`src/rtl/gpio_bank_pkg.sv`:
```
package gpio_bank_pkg;
    localparam int ADDR_W = 4;

    typedef enum logic [ADDR_W-1:0] {
        A_DIR  = 4'd0,
        A_OUT  = 4'd1,
        A_LVL  = 4'd2,
        A_ALT  = 4'd3,
        A_MASK = 4'd4,
        A_TRIG = 4'd5,
        A_EPOL = 4'd6,
        A_LPOL = 4'd7,
        A_PEND = 4'd8
    } gpio_addr_e;
endpackage

```
`src/rtl/gpio_pin_sync.sv`:
```
module gpio_pin_sync #(
    parameter int W = 16
) (
    input  logic         clk,
    input  logic         rst_n,
    input  logic [W-1:0] raw_in,
    output logic [W-1:0] sync_out
);
    typedef struct packed {
        logic [W-1:0] s1;
        logic [W-1:0] s2;
    } sync_t;

    sync_t st_d, st_q;

    always_comb begin
        st_d    = st_q;
        st_d.s1 = raw_in;
        st_d.s2 = st_q.s1;
    end

    always_ff @(posedge clk or negedge rst_n) begin
        if (!rst_n) st_q <= '0;
        else        st_q <= st_d;
    end

    assign sync_out = st_q.s2;
endmodule

```
`src/rtl/gpio_trig_detect.sv`:
```
module gpio_trig_detect #(
    parameter int W = 16
) (
    input  logic         clk,
    input  logic         rst_n,
    input  logic [W-1:0] lvl,
    input  logic [W-1:0] trig_edge,
    input  logic [W-1:0] epol,
    input  logic [W-1:0] lpol,
    input  logic [W-1:0] is_out,
    output logic [W-1:0] hit
);
    typedef struct packed {
        logic [W-1:0] prev;
    } det_t;

    det_t st_d, st_q;

    always_comb begin
        st_d      = st_q;
        st_d.prev = lvl;
    end

    always_ff @(posedge clk or negedge rst_n) begin
        if (!rst_n) st_q <= '0;
        else        st_q <= st_d;
    end

    for (genvar i = 0; i < W; i++) begin : g_pin
        logic rise_i, fall_i, edge_hit_i, lvl_hit_i;
        always_comb begin
            rise_i     = lvl[i] & ~st_q.prev[i];
            fall_i     = ~lvl[i] & st_q.prev[i];
            edge_hit_i = epol[i] ? rise_i : fall_i;
            lvl_hit_i  = (lvl[i] == lpol[i]);
            hit[i]     = ~is_out[i] & (trig_edge[i] ? edge_hit_i : lvl_hit_i);
        end
    end
endmodule

```
`src/rtl/gpio_bank_regs.sv`:
```
module gpio_bank_regs
    import gpio_bank_pkg::*;
#(
    parameter int W = 16
) (
    input  logic              clk,
    input  logic              rst_n,
    input  logic              wr,
    input  logic [ADDR_W-1:0] addr,
    input  logic [W-1:0]      wdata,
    input  logic [W-1:0]      hit,
    input  logic [W-1:0]      pin_lvl,
    output logic [W-1:0]      rdata,
    output logic [W-1:0]      dir,
    output logic [W-1:0]      dout,
    output logic [W-1:0]      alt,
    output logic [W-1:0]      mask,
    output logic [W-1:0]      trig,
    output logic [W-1:0]      epol,
    output logic [W-1:0]      lpol,
    output logic [W-1:0]      pend
);
    typedef struct packed {
        logic [W-1:0] dir;
        logic [W-1:0] dout;
        logic [W-1:0] alt;
        logic [W-1:0] mask;
        logic [W-1:0] trig;
        logic [W-1:0] epol;
        logic [W-1:0] lpol;
        logic [W-1:0] pend;
    } regs_t;

    regs_t r_d, r_q;

    always_comb begin
        r_d = r_q;
        if (wr) begin
            case (addr)
                A_DIR:   r_d.dir  = wdata;
                A_OUT:   r_d.dout = wdata;
                A_ALT:   r_d.alt  = wdata;
                A_MASK:  r_d.mask = wdata;
                A_TRIG:  r_d.trig = wdata;
                A_EPOL:  r_d.epol = wdata;
                A_LPOL:  r_d.lpol = wdata;
                A_PEND:  r_d.pend = r_q.pend & wdata;
                default: ;
            endcase
        end
        // a fresh hit outranks a clearing write on the same edge
        r_d.pend = r_d.pend | hit;
    end

    always_ff @(posedge clk or negedge rst_n) begin
        if (!rst_n) begin
            r_q      <= '0;
            r_q.mask <= '1;
            r_q.trig <= '1;
        end else begin
            r_q <= r_d;
        end
    end

    always_comb begin
        case (addr)
            A_DIR:   rdata = r_q.dir;
            A_OUT:   rdata = r_q.dout;
            A_LVL:   rdata = pin_lvl;
            A_ALT:   rdata = r_q.alt;
            A_MASK:  rdata = r_q.mask;
            A_TRIG:  rdata = r_q.trig;
            A_EPOL:  rdata = r_q.epol;
            A_LPOL:  rdata = r_q.lpol;
            A_PEND:  rdata = r_q.pend;
            default: rdata = '0;
        endcase
    end

    assign dir  = r_q.dir;
    assign dout = r_q.dout;
    assign alt  = r_q.alt;
    assign mask = r_q.mask;
    assign trig = r_q.trig;
    assign epol = r_q.epol;
    assign lpol = r_q.lpol;
    assign pend = r_q.pend;
endmodule

```
`src/rtl/gpio_irq_bank.sv`:
```
module gpio_irq_bank
    import gpio_bank_pkg::*;
#(
    parameter int NPIN = 16
) (
    input  logic              clk,
    input  logic              rst_n,
    input  logic              reg_wr,
    input  logic [ADDR_W-1:0] reg_addr,
    input  logic [NPIN-1:0]   reg_wdata,
    output logic [NPIN-1:0]   reg_rdata,
    input  logic [NPIN-1:0]   pad_in,
    output logic [NPIN-1:0]   pad_out,
    output logic [NPIN-1:0]   pad_oe,
    output logic [NPIN-1:0]   alt_sel,
    output logic              irq
);
    logic [NPIN-1:0] lvl, hit, dir, dout, alt, mask, trig, epol, lpol, pend;

    gpio_pin_sync #(.W(NPIN)) u_sync (
        .clk(clk), .rst_n(rst_n), .raw_in(pad_in), .sync_out(lvl)
    );

    gpio_trig_detect #(.W(NPIN)) u_det (
        .clk(clk), .rst_n(rst_n), .lvl(lvl), .trig_edge(trig),
        .epol(epol), .lpol(lpol), .is_out(dir), .hit(hit)
    );

    gpio_bank_regs #(.W(NPIN)) u_regs (
        .clk(clk), .rst_n(rst_n), .wr(reg_wr), .addr(reg_addr),
        .wdata(reg_wdata), .hit(hit), .pin_lvl(lvl), .rdata(reg_rdata),
        .dir(dir), .dout(dout), .alt(alt), .mask(mask), .trig(trig),
        .epol(epol), .lpol(lpol), .pend(pend)
    );

    assign pad_out = dout;
    assign pad_oe  = dir;
    assign alt_sel = alt;
    assign irq     = |(pend & ~mask);
endmodule

```
`config.mk`:
```
export PLATFORM = sky130hd
export DESIGN_NAME = gpio_irq_bank
export DESIGN_NICKNAME = d
export VERILOG_FILES = /design/src/rtl/gpio_bank_pkg.sv /design/src/rtl/gpio_pin_sync.sv /design/src/rtl/gpio_trig_detect.sv /design/src/rtl/gpio_bank_regs.sv /design/src/rtl/gpio_irq_bank.sv
export SDC_FILE = /design/constraint.sdc
export NUM_CORES = 1
export LEC_CHECK = 0
export BUFFER_PORTS_ARGS = -buffer_cell sky130_fd_sc_hd__buf_2
export CAP_MARGIN = 30
export CORE_MARGIN = 2
export CORE_UTILIZATION = 25
export DETAILED_ROUTE_END_ITERATION = 6
export PLACE_DENSITY = 0.54
export SLEW_MARGIN = 20
export SYNTH_ARGS = -nofsm -noshare
export SYNTH_HDL_FRONTEND = slang
export SYNTH_HIERARCHICAL = 1
export SYNTH_SLANG_ARGS = --single-unit
```
`constraint.sdc`:
```
create_clock -name clk -period 2.5 [get_ports clk]
set_clock_uncertainty 0.05 [all_clocks]
set_input_delay 0.75 -clock clk [delete_from_list [all_inputs] [get_ports clk]]
set_output_delay 0.75 -clock clk [all_outputs]
set_load 0.02 [all_outputs]
```
==> results of run 1 <==
-- power by group through the flow --
stage | logic (mW) | registers (mW) | clock network [mW]
after floorplan | 1.04 | 4.03 | 0
after global routing | 2.18 | 4.00 | 2.81
after CTS | 1.99 | 3.91 | 2.68
after detailed placement | 1.89 | 3.95 | 0
after global placement | 1.86 | 3.94 | 0
final | 2.03 | 3.91 | 2.59
-- Yosys cell counts, drive strengths merged, types with 2 or more instances --
| master | count |
|---|---|
| a2111oi | 5 |
| a211o | 8 |
| a21oi | 2 |
| a222oi | 2 |
| a22o | 6 |
| a22oi | 31 |
| a311oi | 32 |
| a31oi | 5 |
| and2 | 5 |
| and3 | 2 |
| buf | 23 |
| clkbuf | 6 |
| dfrtp | 144 |
| dfstp | 32 |
| inv | 21 |
| mux2 | 124 |
| mux2i | 18 |
| mux4 | 3 |
| nand2 | 2 |
| nand2b | 34 |
| nand3 | 3 |
| nand3b | 17 |
| nor2 | 22 |
| nor2b | 16 |
| nor3 | 4 |
| o21ai | 17 |
| o22ai | 16 |
-- stage by stage --
| step | std cells | hold WS (ns) | TNS (ns) | worst slack, ns | power (mW) |
|---|---|---|---|---|---|
| 3_5_place_dp | 1182 | 0.2847 | -9.737 | -0.6567 | 5.845 |
| 5_1_grt | 1222 | 0.2490 | -5.521 | -0.3955 | 8.988 |
| 3_3_place_gp | 1182 | 0.2815 | -9.236 | -0.6403 | 5.799 |
| 2_1_floorplan | 609 | 0.2812 | -1.295 | -0.1001 | 5.075 |
| 4_1_cts | 1220 | 0.2341 | -5.181 | -0.3891 | 8.579 |
| 6_report | 1222 | 0.2262 | -4.780 | -0.3476 | 8.533 |
-- area by class of cell --
type	count	area (um2)	share of cell area (%)
clock inverters	15	142.6	1.332
clock buffers	17	425.4	3.972
well taps	442	553.0	5.164
inverters	21	78.83	0.7361
flip-flops and latches	176	4444	41.50
multi-input cells	383	3756	35.07
repair buffers	168	1309	12.22
-- path summary, 6_finish.rpt --
| kind | startpoint | endpoint | slack (ns) | cells past startpoint |
|---|---|---|---|---|
| max reg2reg | u_regs/trig[6]$_DFFE_PN1P_ | u_regs/pend[6]$_DFF_PN0_ | 1.17 | 4 |
| min | rst_n | u_sync/st_d[9]$_DFF_PN0_ | 0.23 | 1 |
| min reg2reg | u_sync/st_d[8]$_DFF_PN0_ | u_sync/sync_out[8]$_DFF_PN0_ | 0.30 | 0 |
| max | reg_addr[1] | reg_rdata[5] | -0.35 | 7 |
| max in group asynchronous | rst_n | u_regs/mask[6]$_DFFE_PN1P_ | 1.45 | 2 |
| min in group clk | u_sync/st_d[8]$_DFF_PN0_ | u_sync/sync_out[8]$_DFF_PN0_ | 0.30 | 0 |
-- repair_timing --
item | 4_1_cts | 5_1_grt
buffers inserted | 6 | 3
endpoints found under the setup margin | 17 | 17
pin swaps | 26 | 20
gates resized for setup | 71 | 28
hold endpoints to repair | 0 | 0
-- cells by family after synthesis --
| logic type | after synthesis |
|---|---|
| DFF | 176 |
| muxes | 145 |
| AOI/OAI and AO/OA | 126 |
| and+or+nand+nor | 112 |
| buffers and inverters | 50 |
-- per-layer routing --
metal	vias to the layer above	track usage, %	part of all wire [%]
met1	2945	20.27	48
li1	2607	-	-
met4	0	3.811	1.0
met2	147	23.03	48
met5	-	0	0
met3	15	2.367	3.7
-- layout by cell type (no fill, tap or decap), types with 3 or more instances in the layout --
cell | Yosys | layout
mux4_2 | 3 | 3
and2_4 | 1 | 4
buf_2 | 5 | 82
a311oi_1 | 32 | 32
clkinv_4 | 0 | 3
nor2_1 | 19 | 17
a22oi_2 | 0 | 12
mux2_4 | 20 | 21
nor2b_1 | 11 | 8
mux2i_1 | 18 | 17
o22ai_1 | 16 | 14
dfstp_2 | 32 | 32
buf_12 | 1 | 11
a22o_1 | 6 | 6
inv_8 | 0 | 5
dfrtp_1 | 144 | 144
inv_6 | 0 | 3
nor2_2 | 1 | 3
mux2_1 | 10 | 10
a2111oi_4 | 0 | 5
a211o_1 | 8 | 8
buf_4 | 5 | 49
buf_6 | 12 | 21
mux2_2 | 94 | 93
o21ai_0 | 17 | 16
inv_1 | 21 | 21
clkbuf_16 | 0 | 17
a31oi_2 | 0 | 3
nand2b_1 | 34 | 33
nand3b_1 | 17 | 17
nor2b_4 | 5 | 7
a22oi_1 | 31 | 19
buf_8 | 0 | 4
==> results.py, run 1 <==
metrics = {
    "run_status": {
        "status": "complete, but fails checks",
        "violations": "setup timing",
    },
    "timing": {
        "hold_viol": 0,
        "setup_ws_ns": -0.3476,
        "setup_viol": 17,
        "worstMarginPinSlew_ns": 0.5217,
        "timing.final.crit_period_ns": 2.848,
        "rsz0062_at_grt": "true",
        "maxSlewViolCount": 0,
        "max_freq_mhz": 351.2,
        "post-route-period-util_pct": 113.9,
        "slew_headroom_pct": 65.22,
    },
    "grt": {
        "grtUsageTotal_pct": 14.44,
        "grt_overflow": 0,
        "antenna_found_initial": 0,
        "grt_max_degree": 58,
        "grt_pass1_wl_um": 36350,
        "grt_pass1_vias": 5729,
    },
    "worst_setup_path": {
        "critPathTopFamily": "simple AND/OR/NAND/NOR gates",
        "crit_arrival_ns": 2.05,
        "cp.required_ns": 1.70,
        "cp-start-kind": "input port",
        "cpPeakStageDelay_ns": 0.29,
        "cp.buffers_inverters": 3,
        "cp_max_fo": 7,
        "path_class": "input port to output pin",
        "critPathSlowestCell": "and2b_4",
        "crit_chain": "buf_8, buf_6, and2b_4, and2_4, a22oi_1, a31oi_2, buf_4",
        "end_kind": "output pin",
    },
    "synth": {
        "ys_top_cells_by_area": "dfrtp_1 44%, mux2_2 13%, dfstp_2 10%, mux2_4 3.6%, a311oi_1 3.4%",
        "synth_nets": 648,
        "synth_edf_count": 0,
        "synth_seq_cells": 176,
        "synth_async_sr_flop_share_pct": 100.0,
        "synth.area.mux_share_pct": 20.82,
        "yosysTopAreaCellShare_pct": 43.65,
        "avgSynthCellArea_um2": 13.56,
        "yosysWarnings": 6,
        "ys_types": 50,
        "synth_compound_area_share_pct": 11.81,
        "synth_top_family_by_area": "multiplexers",
        "yosys.area_share.adder_pct": 0,
        "synth-main-ff-cell": "dfrtp_1",
        "yosys.area.top_type": "dfrtp_1",
        "yosys.area_share.simple_pct": 9.670,
        "synth_cells": 609,
        "syn-cell-area_mm2": 0.008255,
        "synthXorXnorAreaFrac_pct": 0,
        "ys_seq_area_share_pct": 53.83,
    },
    "die": {
        "die_w_um": 185.7,
        "fp.coreArea_mm2": 0.03254,
        "ioPinCount": 104,
        "start_util_pct": 25.37,
        "dieArea_mm2": 0.03449,
        "rows": 66,
        "die_h_um": 185.7,
    },
    "layout": {
        "layout.nets": 806,
        "fillCellCount": 3289,
        "utilization_pct": 32.91,
        "drive_gt1_share_pct": 52.31,
        "diodes": 0,
        "postLayoutCellArea_mm2": 0.01071,
        "syn_to_final_growth_pct": 29.72,
    },
    "power_and_ir_drop": {
        "p_int_mw": 5.759,
        "p_sw_mw": 2.773,
        "leakage_nw": 4.543,
        "clkPwrFrac_pct": 30.3,
        "power_switching_share_pct": 32.50,
        "powerDensity_mw_per_mm2": 796.8,
        "vdd_drop_max_mv": 0.5087,
        "pwr-share-seq_pct": 45.9,
        "combPwrFrac_pct": 23.8,
    },
    "place": {
        "io_buffer_count": 103,
        "place.gp.congestion": 0.7686,
        "dpl_cell_area_mm2": 0.009659,
        "dpl.hpwl_um": 17120,
    },
    "clock_network": {
        "ctsHoldBuffers": 0,
        "cts_buffers": 17,
        "cts-htree-levels": 4,
        "clkLatencyLatePin_ns": 0.44,
        "cts_buffer_depth": 2,
        "cts.sink_count": 176,
        "clockRootBuffer": "clkbuf_16",
        "cts_tree": "yes",
        "path_clk_slew_ns": 0.07,
    },
    "routing": {
        "wl_um": 24060,
        "first_pass_iters": 5,
        "via_per_inst": 4.676,
        "drt-initial-drc-count": 353,
        "vias": 5714,
        "wl_per_cell_um": 19.69,
        "drc_errors": 0,
        "ant_nets": 0,
    },
    "job": {
        "maxCapViolations": 0,
    },
    "worst_hold_path": {
        "hold_path.class": "input port to asynchronous set/reset pin",
    },
}
(Power assumes the default switching activity.)
==> run 2, diff against run 1 <==
--- a/config.mk
+++ b/config.mk
@@ -10,7 +10,7 @@
 export CORE_MARGIN = 2
 export CORE_UTILIZATION = 25
 export DETAILED_ROUTE_END_ITERATION = 6
-export PLACE_DENSITY = 0.54
+export PLACE_DENSITY = 0.4
 export SLEW_MARGIN = 20
 export SYNTH_ARGS = -nofsm -noshare
 export SYNTH_HDL_FRONTEND = slang
==> results.py, run 2 (synthesis results as in run 1) <==
metrics = {
    "layout": {
        "diodes": 0,
        "final_cell_mix": "144 x dfrtp_1, 93 x mux2_2, 81 x buf_2",
        "layout_commonest_cell": "dfrtp_1",
        "fillCellCount": 3229,
        "drive_gt1_share_pct": 54.50,
        "seqCellArea_mm2": 0.004444,
        "final_cell_count_no_fill": 1242,
        "syn_to_final_growth_pct": 33.72,
        "multi_input_area_mm2": 0.003794,
        "layout.nets": 826,
        "postLayoutCellArea_mm2": 0.01104,
    },
    "place": {
        "place.gp.congestion": 0.8095,
        "pre_cts_ws_ns": -0.5951,
        "dpl_cell_area_mm2": 0.009799,
        "dpl.hpwl_um": 18160,
        "io_buffer_count": 103,
        "dp_cells": 1194,
    },
    "die": {
        "die_w_um": 185.7,
        "fp.coreArea_mm2": 0.03254,
        "ioPinCount": 104,
        "rows": 66,
        "start_util_pct": 25.37,
        "die_h_um": 185.7,
        "dieArea_mm2": 0.03449,
    },
    "grt": {
        "grt_overflow": 0,
        "grt_pass1_vias": 6211,
        "grtUsageTotal_pct": 15.16,
        "grt_pass1_wl_um": 38550,
        "grt_max_degree": 52,
        "antenna_found_initial": 0,
    },
    "worst_setup_path": {
        "crit_arrival_ns": 1.99,
        "cpPeakStageDelay_ns": 0.35,
        "r2r-start": "u_regs/trig[7]$_DFFE_PN1P_",
        "critPathLaunch": "reg_addr[1]",
        "cp.required_ns": 1.70,
        "cp.buffers_inverters": 4,
        "crit_chain": "buf_12, buf_6, or3_4, buf_8, o22ai_1, a211o_1, buf_6",
        "end_kind": "output pin",
        "critPathTopFamily": "buffers and inverters",
        "cp_common_cell": "buf_6",
        "critPathSlowestCell": "or3_4",
        "cp-start-kind": "input port",
        "path_class": "input port to output pin",
        "cp_max_fo": 7,
    },
    "timing": {
        "max_freq_mhz": 359.0,
        "maxSlewViolCount": 0,
        "setup_ws_ns": -0.2856,
        "hold_viol": 0,
        "timing.final.crit_period_ns": 2.786,
        "slew_headroom_pct": 69.48,
        "setup_viol": 17,
        "worstMarginPinSlew_ns": 0.4578,
        "post-route-period-util_pct": 111.4,
        "rsz0062_at_grt": "true",
    },
    "power_and_ir_drop": {
        "vdd_drop_max_mv": 0.4818,
        "clkPwrFrac_pct": 31.8,
        "powerDensity_mw_per_mm2": 797.7,
        "pwr-share-seq_pct": 45.0,
        "combPwrFrac_pct": 23.2,
        "power_switching_share_pct": 31.96,
        "p_int_mw": 5.991,
        "p_sw_mw": 2.815,
        "leakage_nw": 4.695,
    },
    "run_status": {
        "violations": "setup timing",
        "status": "complete, but fails checks",
    },
    "clock_network": {
        "cts_tree": "yes",
        "cts.sink_count": 176,
        "cts_buffers": 17,
        "ctsHoldBuffers": 0,
        "path_clk_slew_ns": 0.08,
        "cts-htree-levels": 4,
        "clkLatencyLatePin_ns": 0.44,
        "clockRootBuffer": "clkbuf_16",
        "cts_buffer_depth": 2,
    },
    "routing": {
        "wl_um": 25440,
        "wl_per_cell_um": 20.49,
        "first_pass_iters": 4,
        "drt-initial-drc-count": 261,
        "drc_errors": 0,
        "via_per_inst": 4.653,
        "ant_nets": 0,
        "vias": 5779,
    },
    "job": {
        "maxCapViolations": 0,
    },
    "worst_hold_path": {
        "hold_path.class": "input port to asynchronous set/reset pin",
    },
}
[run 2: changes by cell type in the layout (fill, tap and decap cells not counted), sizes merged]
| cell | delta |
|---|---|
| bufinv | +2 |
| clkinv | -2 |
| buf | +20 |
[run 2: power by group through the flow]
stage	Combinational (mW)	Clock, mW	Sequential, mW
after floorplan	1.04	0	4.03
after global placement	1.85	0	3.98
after detailed placement	1.88	0	4.00
after CTS	2.02	2.92	3.97
after global routing	2.20	3.02	4.04
final	2.04	2.80	3.96
[run 2: path summary, 6_finish.rpt]
check / endpoint / slack [ns] / cells past startpoint
max: reg_rdata[11] / -0.29 / 7
min: u_regs/lpol[0]$_DFFE_PN0P_ / 0.21 / 1
max reg2reg: u_regs/pend[7]$_DFF_PN0_ / 1.14 / 4
min reg2reg: u_sync/sync_out[12]$_DFF_PN0_ / 0.30 / 0
max in group asynchronous: u_regs/mask[9]$_DFFE_PN1P_ / 1.46 / 2
min in group clk: u_sync/sync_out[12]$_DFF_PN0_ / 0.30 / 0
[run 2: routing by layer]
metal	up-vias	GRT usage [%]	wire length, um
met2	129	25.59	12690
met1	2995	19.68	11550
met3	12	2.896	966
met4	0	4.472	236
li1	2643	-	-
met5	-	0	0
[run 2: timing repair]
action / 4_1_cts / 5_1_grt
setup endpoints to repair: 17 / 17
setup buffers: 11 / 5
pin swaps: 40 / 17
gates resized for setup: 111 / 8
gates cloned: 1 / 0
[run 2: final cells by class]
| type | instances | area share (%) |
|---|---|---|
| clock buffer | 17 | 3.854 |
| inverter | 21 | 0.7140 |
| multi-input combinational | 383 | 34.36 |
| clock inverter | 15 | 1.723 |
| sequential | 176 | 40.26 |
| timing repair buffer | 188 | 14.08 |
| tap | 442 | 5.010 |
[run 2: metrics by stage]
step / setup TNS, ns / hold WS [ns] / utilization (%) / power [mW]
after floorplan: -1.295 / 0.2812 / - / 5.075
after global placement: -8.651 / 0.2849 / 30.12 / 5.828
after detailed placement: -9.010 / 0.2847 / 30.12 / 5.876
after CTS: -4.105 / 0.2011 / 33.66 / 8.906
after global routing: -4.641 / 0.2130 / 33.93 / 9.267
final: -3.814 / 0.2118 / 33.93 / 8.806
[run 2: worst register-to-register path: cells and delay by family (launching register included)]
kind,cells,cell delay (ns)
AOI/OAI and AO/OA,2,0.39
DFF,1,0.59
and+or+nand+nor,2,0.22
